**config.mk**
```make
export PLATFORM = sky130hd
export DESIGN_NAME = acl_op_unit
export DESIGN_NICKNAME = d
export VERILOG_FILES = /design/src/rtl/acl_op_pkg.sv /design/src/rtl/acl_op_decode.sv /design/src/rtl/acl_op_datapath.sv /design/src/rtl/acl_op_unit.sv
export SDC_FILE = /design/constraint.sdc
export NUM_CORES = 1
export LEC_CHECK = 0
export ABC_AREA = 1
export BUFFER_PORTS_ARGS = -buffer_cell sky130_fd_sc_hd__buf_2
export CORE_ASPECT_RATIO = 0.6
export CORE_MARGIN = 10
export CORE_UTILIZATION = 55
export DETAILED_ROUTE_END_ITERATION = 12
export PLACE_DENSITY = 0.8
export REMOVE_ABC_BUFFERS = 1
export SYNTH_ARGS = -nofsm -noshare
export SYNTH_HDL_FRONTEND = slang
export SYNTH_SLANG_ARGS = --single-unit
```
**constraint.sdc**
```tcl
create_clock -name clk -period 2.5 [get_ports clk]
set_input_delay 0 -clock clk [delete_from_list [all_inputs] [get_ports clk]]
set_output_delay 0 -clock clk [all_outputs]
set_load 0.1 [all_outputs]
```
**src/rtl/acl_op_pkg.sv**
```systemverilog
package acl_op_pkg;
   localparam int INSN_W  = 12;
   localparam int GRP_BIT = 8;
   localparam int UOP_W   = 8;

   // Field order mirrors word bits 7..0, so the low byte casts directly.
   typedef struct packed {
      logic clr_a;
      logic clr_l;
      logic inv_a;
      logic inv_l;
      logic rot_r;
      logic rot_l;
      logic swp;
      logic inc;
   } uop_t;
endpackage

```
**src/rtl/acl_op_decode.sv**
```systemverilog
module acl_op_decode
   import acl_op_pkg::*;
(
   input  logic [INSN_W-1:0] instr_i,
   output uop_t              uop_o,
   output logic              handled_o,
   output logic              rd_acc_o,
   output logic              rd_link_o,
   output logic              wr_acc_o,
   output logic              wr_link_o
);
   logic any_rot;

   assign handled_o = ~instr_i[GRP_BIT];
   assign uop_o     = handled_o ? uop_t'(instr_i[UOP_W-1:0]) : '0;
   assign any_rot   = uop_o.rot_r | uop_o.rot_l;

   assign rd_acc_o  = uop_o.inv_a | any_rot | uop_o.swp | uop_o.inc;
   assign rd_link_o = uop_o.inv_l | any_rot | uop_o.inc;
   assign wr_acc_o  = uop_o.clr_a | uop_o.inv_a | any_rot | uop_o.swp | uop_o.inc;
   assign wr_link_o = uop_o.clr_l | uop_o.inv_l | any_rot | uop_o.inc;
endmodule

```
**src/rtl/acl_op_datapath.sv**
```systemverilog
module acl_op_datapath
   import acl_op_pkg::*;
#(
   parameter int DATA_W = 12
)(
   input  uop_t              uop_i,
   input  logic [DATA_W-1:0] acc_i,
   input  logic              link_i,
   output logic [DATA_W-1:0] acc_o,
   output logic              link_o
);
   localparam int HALF_W     = DATA_W / 2;
   localparam int ROT_PASSES = 2;
   localparam logic [DATA_W-1:0] ONE = DATA_W'(1);

   generate
      if (DATA_W < 2 || (DATA_W % 2) != 0) begin : g_bad_width
         $error("acl_op_datapath: DATA_W must be even and at least 2");
      end
   endgenerate

   // Step 1: clears, complements, increment.
   logic [DATA_W-1:0] a_pre;
   logic              l_pre;

   always_comb begin
      a_pre = acc_i;
      l_pre = link_i;
      if (uop_i.clr_a) a_pre = '0;
      if (uop_i.clr_l) l_pre = 1'b0;
      if (uop_i.inv_a) a_pre = ~a_pre;
      if (uop_i.inv_l) l_pre = ~l_pre;
      if (uop_i.inc) begin
         a_pre = a_pre + ONE;
         if (a_pre == '0) l_pre = ~l_pre;
      end
   end

   // Step 2: chained single-bit rotation passes through {link, acc}.
   logic                           rot_one;
   logic                           dir_r;
   logic [ROT_PASSES:0][DATA_W-1:0] ra;
   logic [ROT_PASSES:0]             rl;

   assign rot_one = uop_i.rot_r ^ uop_i.rot_l;
   assign dir_r   = uop_i.rot_r;
   assign ra[0]   = a_pre;
   assign rl[0]   = l_pre;

   generate
      for (genvar p = 0; p < ROT_PASSES; p++) begin : g_pass
         logic en;
         if (p == 0) begin : g_first
            assign en = rot_one;
         end else begin : g_extra
            assign en = rot_one & uop_i.swp;
         end
         assign rl[p+1] = !en ? rl[p] : (dir_r ? ra[p][0] : ra[p][DATA_W-1]);
         assign ra[p+1] = !en ? ra[p]
                        : (dir_r ? {rl[p], ra[p][DATA_W-1:1]}
                                 : {ra[p][DATA_W-2:0], rl[p]});
      end
   endgenerate

   // Step 3: half exchange when the modifier stands alone.
   logic swap_only;
   assign swap_only = uop_i.swp & ~uop_i.rot_r & ~uop_i.rot_l;

   assign acc_o  = swap_only ? {ra[ROT_PASSES][HALF_W-1:0], ra[ROT_PASSES][DATA_W-1:HALF_W]}
                             : ra[ROT_PASSES];
   assign link_o = rl[ROT_PASSES];
endmodule

```
**src/rtl/acl_op_unit.sv**
```systemverilog
module acl_op_unit
   import acl_op_pkg::*;
#(
   parameter int DATA_W = 12
)(
   input  logic              clk,
   input  logic              rst,
   input  logic              valid_i,
   input  logic [INSN_W-1:0] instr_i,
   input  logic [DATA_W-1:0] acc_i,
   input  logic              link_i,
   output logic [DATA_W-1:0] acc_o,
   output logic              link_o,
   output logic              handled_o,
   output logic              rd_acc_o,
   output logic              rd_link_o,
   output logic              wr_acc_o,
   output logic              wr_link_o
);
   uop_t              uop;
   logic [DATA_W-1:0] acc_nxt;
   logic              link_nxt;

   acl_op_decode u_dec (
      .instr_i   (instr_i),
      .uop_o     (uop),
      .handled_o (handled_o),
      .rd_acc_o  (rd_acc_o),
      .rd_link_o (rd_link_o),
      .wr_acc_o  (wr_acc_o),
      .wr_link_o (wr_link_o)
   );

   acl_op_datapath #(.DATA_W(DATA_W)) u_dp (
      .uop_i  (uop),
      .acc_i  (acc_i),
      .link_i (link_i),
      .acc_o  (acc_nxt),
      .link_o (link_nxt)
   );

   always_ff @(posedge clk) begin
      if (rst) begin
         acc_o  <= '0;
         link_o <= 1'b0;
      end else if (valid_i && handled_o) begin
         acc_o  <= acc_nxt;
         link_o <= link_nxt;
      end
   end
endmodule

```
==> metrics.md, run 1 <==
| Metric | Value |
|---|---|
| Worst path most repeated cell | nand2_1 |
| Worst slew margin | 0.672 |
| Core box area | 4120 µm² |
| Cts hold-fix bufs | 0 |
| Gr usage total | 0.170 |
| Clock root cell | clkbuf_8 |
| Layout Nets | 497 |
| Row Count | 18 |
| Sequential share of power | 0.202 |
| Post-synthesis async set-or-reset flop share | 0 |
| Starting Density | 0.572 |
| Routed Antenna Nets | 0 |
| CP arrival | 2.31 ns |
| Synth-to-Final Area Change | 16.3% |
| Tightest Pin Transition | 0.495 ns |
| Register bit count reported by yosys | 13 |
| Cell Pwr Density | 411 nW/µm² |
| Top achievable clock speed | 457 MHz |
| Cells after synthesis | 424 |
| Boundary pin count | 46 |
| Via density | 5.38 |
| Post-CTS setup buffers | 0 |
| Critical path cell sequence | buf_2, inv_4, nand2_4, nand2_1, xor2_4, inv_1, ha_1, nand2_4, nor2_4, nand3_1, nand2_1, nand3_1, nor2_2, nand2_1, nand2_2, nand3_2, nand3_1, nand3_1, nand2_1, nand2_1, nand2_1, a21oi_2 |
| Switching share of power | 0.517 |
| Die ar. | 7390 µm² |
| # diodes | 0 |
| Max-Cap Viols | 0 |
| Die height | 70.7 µm |
| First-pass GRT wire length | 11.2 mm |
| Post-synthesis sequential area ratio | 0.110 |
| Setup slack, reg-to-reg | 1.88 ns |
| CP Capture Type | register |
| Slowest-stage cell, CP | ha_1 |
| Final HPWL DP | 5.24 mm |
| Final core utilization | 0.665 |
| Max FO, Critical Path | 5 |
| DR iter-0 viols | 304 |
| Clock Power Share | 0.163 |
| CTS tree | done |
| Net Sw Power | 582 µW |
| WL per Instance | 12.1 µm |
| CTS Buffer Depth | 2 |
| Final Hold Viols | 0 |
| Final Cell Area | 2740 µm² |
| IO Port Bufs | 42 |
| Min-delay worst type | input pin to register |
| Most frequently used flop master after synthesis | dfxtp_1 |
| DR pass1 iterations | 5 |
| Die width | 104 µm |
| Synth area leader | nand2_1 |
| Setup Skew | 0 ns |
| Synth top area share | 0.263 |
| Post-synth design cell area | 2360 µm² |
| Gp weighted congestion | 0.954 |
| Vias after detailed routing | 2824 |
| Synth Area per Inst | 5.56 µm² |
| Final Max Slew Viols | 0 |
| Total Wirelength | 6.33 mm |
| Status | finished, final reports clean |
| # H-tree levels | 1 |
| Worst vdd ir | 0.323 mV |
| Distinct cell type count after synthesis | 34 |
| Final period util | 0.876 |
| RSZ-0062 raised after global routing | false |
| Insertion delay to the later sink of the worst-skew pair | 0.24 ns |
| Reg clk slew, reported paths | 0.05 ns |
| P_leak | 1.48 nW |
| Grt ovf | 0 |
| Setup violators final | 0 |
| Final Critical Period | 2.19 ns |
| Antenna violations before repair | 0 |
| CP Launch Type | input pin |
| Vias in the first global route | 2589 |
| Layout cell share with drive strength beyond 1 | 0.239 |
| Ys Warns | 0 |
| Inserted Clock Buffers | 3 |
| Post-synth EDFFs | 0 |
| # resized after CTS | 0 |
| Crit path largest cell delay | 0.21 ns |
| Comb power frac | 0.634 |
| Largest cells by area after synthesis | nand2_1, nand3_1, dfxtp_1, inv_1, nand2_4 |
| Critical Path RT | 2.62 ns |
| Synth cell count leaders | nand2_1, nand3_1, inv_1 |
| Crit path kind | input pin to register |
| DRC viols | 0 |
| Area post-placement | 2690 µm² |
| Int Pwr | 544 µW |
| Total clock sinks | 13 |
| Most common cell in the synthesized netlist | nand2_1 |
| Largest net degree at the start of global routing | 30 |
-- cell families (layout without fill, tap and decap cells) --
kind of cell,Yosys count,in the layout,share of synthesized area
fa+ha+maj,3,3,0.0159
compound gates,32,32,0.0839
buf+inv,57,98,0.113
xor+xnor,4,4,0.0228
flops,13,13,0.110
simple gates,315,315,0.654
-- sequential cells by signal, summed over array words and instances (netlist names) --
register,cells
acc_o,12
link_o,1
-- layout make-up --
class / count / area (µm²)
Multi-Input combinational cell: 354 / 1830
Fill cell: 392 / 1380
Timing Repair Buffer: 56 / 379
Sequential cell: 13 / 260
Inverter: 38 / 145
Tap cell: 60 / 75.1
Clock buffer: 4 / 45.0
-- worst paths after layout --
check	from	cells after the start	to
worst max-delay path	instr_i[8]	22	acc_o[11]
worst min-delay path	rst	2	acc_o[0]
worst max register to register	link_o	2	link_o
worst min register to register	acc_o[9]	2	acc_o[9]
-- power groups by stage --
stage / Combinational [mW] / Clock, mW / Sequential, mW
finish: 0.714 / 0.184 / 0.228
global route: 0.785 / 0.200 / 0.231
CTS: 0.705 / 0.187 / 0.228
detailed placement: 0.702 / 0 / 0.232
global placement: 0.691 / 0 / 0.232
floorplan: 0.424 / 0 / 0.338
-- per-stage QoR --
step	total power, mW	instances	setup TNS, ns	hold slack, ns	setup WS, ns
after global routing	1.22	525	0	0.120	0.0336
after global placement	0.923	521	0	0.352	0.157
after detailed placement	0.934	521	0	0.362	0.0803
after CTS	1.12	525	0	0.115	0.317
after floorplan	0.762	405	-19.74	0.0624	-1.51
final	1.13	525	0	0.122	0.310
-- critical path, delay by kind of cell --
kind            cells  cell delay [ns]
fa+ha+maj           1             0.21
simple gates       16             1.58
compound gates      1             0.05
buf+inv             3             0.28
xor+xnor            1             0.17
-- placed cells by master (no fill, tap or decap), types with 7 or more instances in the layout --
cell	Yosys	routed
a21oi_1	9	8
a21oi_2	6	7
buf_2	9	38
buf_4	2	13
dfxtp_1	13	13
inv_1	32	32
nand2_1	165	165
nand2_2	14	14
nand2_4	9	9
nand3_1	89	89
nand3_2	9	9
nor2_1	12	12
o21ai_1	7	7
-- routing by layer --
metal	routed length [µm]	global-route usage	share of wire
met5	0	0	0
met4	31	0.0261	0.0049
met3	641	0.0497	0.10
met2	2520	0.253	0.40
met1	3130	0.237	0.49
Power figures use the tool's default switching activity.
==> run 2, diff against run 1 <==
Settings changed: PLACE_DENSITY 0.8 to 0.92.
Clock period 2.5 ns to 2.45 ns, I/O delays scaled along.
==> run 2 against run 1 <==
Net effect: register-to-register slack lost 0.10 ns; hold slack improved by 0.0027 ns; clock power increased by 7%; sequential share of layout area barely moved; non-clock buffer count is 1 lower; critical path depth is 2 higher; first-iteration DRC count rose by 38%; design area about the same; global-route usage barely moved; cell count decreased by 0.19%; die area did not move; critical endpoint is now acc_o[1]; largest cell class unchanged.
==> metrics.md, run 2 (synthesis gave the netlist of run 1 again) <==
| Metric | Value |
|---|---|
| RR Startpoint | acc_o[1] (was link_o) |
| DR pass1 iterations | 5 (unchanged) |
| Final Max Slew Viols | 0 (unchanged) |
| Setup Skew | 0 ns (unchanged) |
| CP Launch Type | input pin (unchanged) |
| Layout Nets | 496 (was 497) |
| Biggest regs | acc_o: 12 flops, link_o: 1 flops (unchanged) |
| Worst path most repeated cell | nand2_1 (unchanged) |
| Top achievable clock speed | 441 MHz |
| CP Capture Type | register (unchanged) |
| Die ar. | 7390 µm² (unchanged) |
| Setup TNS | 0 ns (unchanged) |
| Gp weighted congestion | 0.970 (was 0.954) |
| R2R cell count | 2 (unchanged) |
| Setup violators final | 0 (unchanged) |
| P_leak | 1.48 nW (about the same) |
| First-pass GRT wire length | 11.2 mm (about the same) |
| Die height | 70.7 µm (unchanged) |
| Inst Count DP | 520 (was 521) |
| Final Critical Period | 2.27 ns |
| Via density | 5.55 (was 5.38) |
| Most Used Layer, Global Route | met2 (unchanged) |
| M2 GR Usage | 0.276 (was 0.253) |
| Setup slack, reg-to-reg | 1.78 ns (was 1.88 ns) |
| Final period util | 0.925 |
| Worst Setup EP | acc_o[1] (was acc_o[11]) |
| Final HPWL DP | 5.24 mm (about the same) |
| Final Hold Viols | 0 (unchanged) |
| GR met1 Demand/Resource | 0.213 (was 0.237) |
| # resized after CTS | 0 (unchanged) |
| Vias in the first global route | 2638 (was 2589) |
| Grt ovf | 0 (unchanged) |
| Slowest-stage cell, CP | buf_4 (was ha_1) |
| CP arrival | 2.38 ns (was 2.31 ns) |
| Final Instance Count excl. Fillers | 524 (was 525) |
| Hold path cells | 2 (unchanged) |
| Insertion delay to the later sink of the worst-skew pair | 0.24 ns (about the same) |
| Post-CTS setup buffers | 0 (unchanged) |
| Inserted Clock Buffers | 3 (unchanged) |
| Clock root cell | clkbuf_8 (unchanged) |
| Total clock sinks | 13 (unchanged) |
| Boundary pin count | 46 (unchanged) |
| Largest register by flop count | acc_o (unchanged) |
| Crit path kind | input pin to register (unchanged) |
| Core box area | 4120 µm² (unchanged) |
| # H-tree levels | 1 (unchanged) |
| IO Port Bufs | 42 (unchanged) |
| Reg clk slew, reported paths | 0.06 ns (was 0.05 ns) |
| Most frequent cells in the layout | nand2_1, nand3_1, buf_2 (unchanged) |
| Commonest non-fill, non-tap cell in the layout | nand2_1 (unchanged) |
| DR iter-0 viols | 421 (was 304) |
| Max-Cap Viols | 0 (unchanged) |
| Worst slew margin | 0.678 (was 0.672) |
| Critical path cell sequence | buf_2, inv_4, buf_4, nand2_4, buf_4, nand3_2, nand2_4, nand2_4, nor2_8, nand2_2, nand2_1, nand2_1, nor2_1, nand2_1, nor2_2, nand2_1, nand2_2, nand3_2, nand2_2, nand3_1, nand2_1, nand3_1, nand2_1, a21oi_1 (was buf_2, inv_4, nand2_4, nand2_1, xor2_4, inv_1, ha_1, nand2_4, nor2_4, nand3_1, nand2_1, nand3_1, nor2_2, nand2_1, nand2_2, nand3_2, nand3_1, nand3_1, nand2_1, nand2_1, nand2_1, a21oi_2) |
| CTS tree | done (unchanged) |
| Antenna violations before repair | 0 (unchanged) |
| CTS Buffer Depth | 2 (unchanged) |
| Crit path largest cell delay | 0.20 ns (was 0.21 ns) |
| Cts hold-fix bufs | 0 (unchanged) |
| # diodes | 0 (unchanged) |
| Worst vdd ir | 0.272 mV (was 0.323 mV) |
| Largest net degree at the start of global routing | 30 (unchanged) |
| Gr usage total | 0.170 (about the same) |
| Critical path origin | instr_i[8] (unchanged) |
| Die width | 104 µm (unchanged) |
| Largest register FFs | 12 (unchanged) |
| Starting Density | 0.572 (unchanged) |
| Synth-to-Final Area Change | 16.2% (was 16.3%) |
| Routed Antenna Nets | 0 (unchanged) |
| Total Wirelength | 6.45 mm (was 6.33 mm) |
| Cell Pwr Density | 423 nW/µm² (was 411 nW/µm²) |
| Worst reg2reg endpoint | acc_o[1] (was link_o) |
| WL per Instance | 12.3 µm (was 12.1 µm) |
| Min-delay worst type | input pin to register (unchanged) |
| Status | finished, final reports clean (unchanged) |
| Vias after detailed routing | 2909 (was 2824) |
| GRT met3 Usage | 0.0542 (was 0.0497) |
| Max FO, Critical Path | 14 (was 5) |
| Layout cell share with drive strength beyond 1 | 0.246 (was 0.239) |
| Critical Path RT | 2.57 ns (was 2.62 ns) |
| DRC viols | 0 (unchanged) |
| Tightest Pin Transition | 0.483 ns (was 0.495 ns) |
| Row Count | 18 (unchanged) |
| Hold_ws | 0.125 ns (was 0.122 ns) |
-- run 2: cell types whose count changed in the layout (fill, tap and decap cells not counted), sizes merged --
| cell | change |
|---|---|
| buf | -1 |
-- run 2: worst min-delay path by stage --
stage / startpoint / endpoint / slack [ns]
after global routing: rst / acc_o[11] / 0.13
final: rst / acc_o[0] / 0.12
after detailed placement: rst / acc_o[0] / 0.36
after CTS: rst / acc_o[11] / 0.12
after floorplan: rst / acc_o[0] / 0.06
after global placement: rst / acc_o[11] / 0.35
-- run 2: cell type report --
| cell class | count | area (µm²) |
|---|---|---|
| well taps | 60 | 75.1 |
| clock buffers | 4 | 45.0 |
| repair buffers | 55 | 368 |
| flip-flops and latches | 13 | 260 |
| fillers | 369 | 1380 |
| inverters | 38 | 145 |
| multi-input cells | 354 | 1840 |
-- run 2: per-layer routing --
metal  vias up  wire [µm]
li1       1456          -
met1      1278       2870
met2       161       2750
met3        14        761
met4         0         73
met5         -          0
-- run 2: critical path: cells and delay by family --
family / cells / cell delay [ns]
AO/OA/AOI/OAI: 1 / 0.07
AND/OR/NAND/NOR: 19 / 1.73
buffers and inverters: 4 / 0.56
-- run 2: metrics by stage --
step / setup WS (ns) / total power, mW / util / area, µm²
floorplan: -1.56 / 0.778 / - / 2240
global placement: 0.0841 / 0.931 / 0.650 / 2680
detailed placement: -0.0393 / 0.950 / 0.650 / 2680
CTS: 0.215 / 1.15 / 0.661 / 2720
global route: -0.00598 / 1.24 / 0.664 / 2740
finish: 0.184 / 1.16 / 0.664 / 2740
-- run 2: report_power, final --
group          internal [mW]  switching [mW]  leakage (nW)
clock                  0.115          0.0815        0.0228
sequential             0.227         0.00712         0.106
combinational          0.212           0.516          1.35
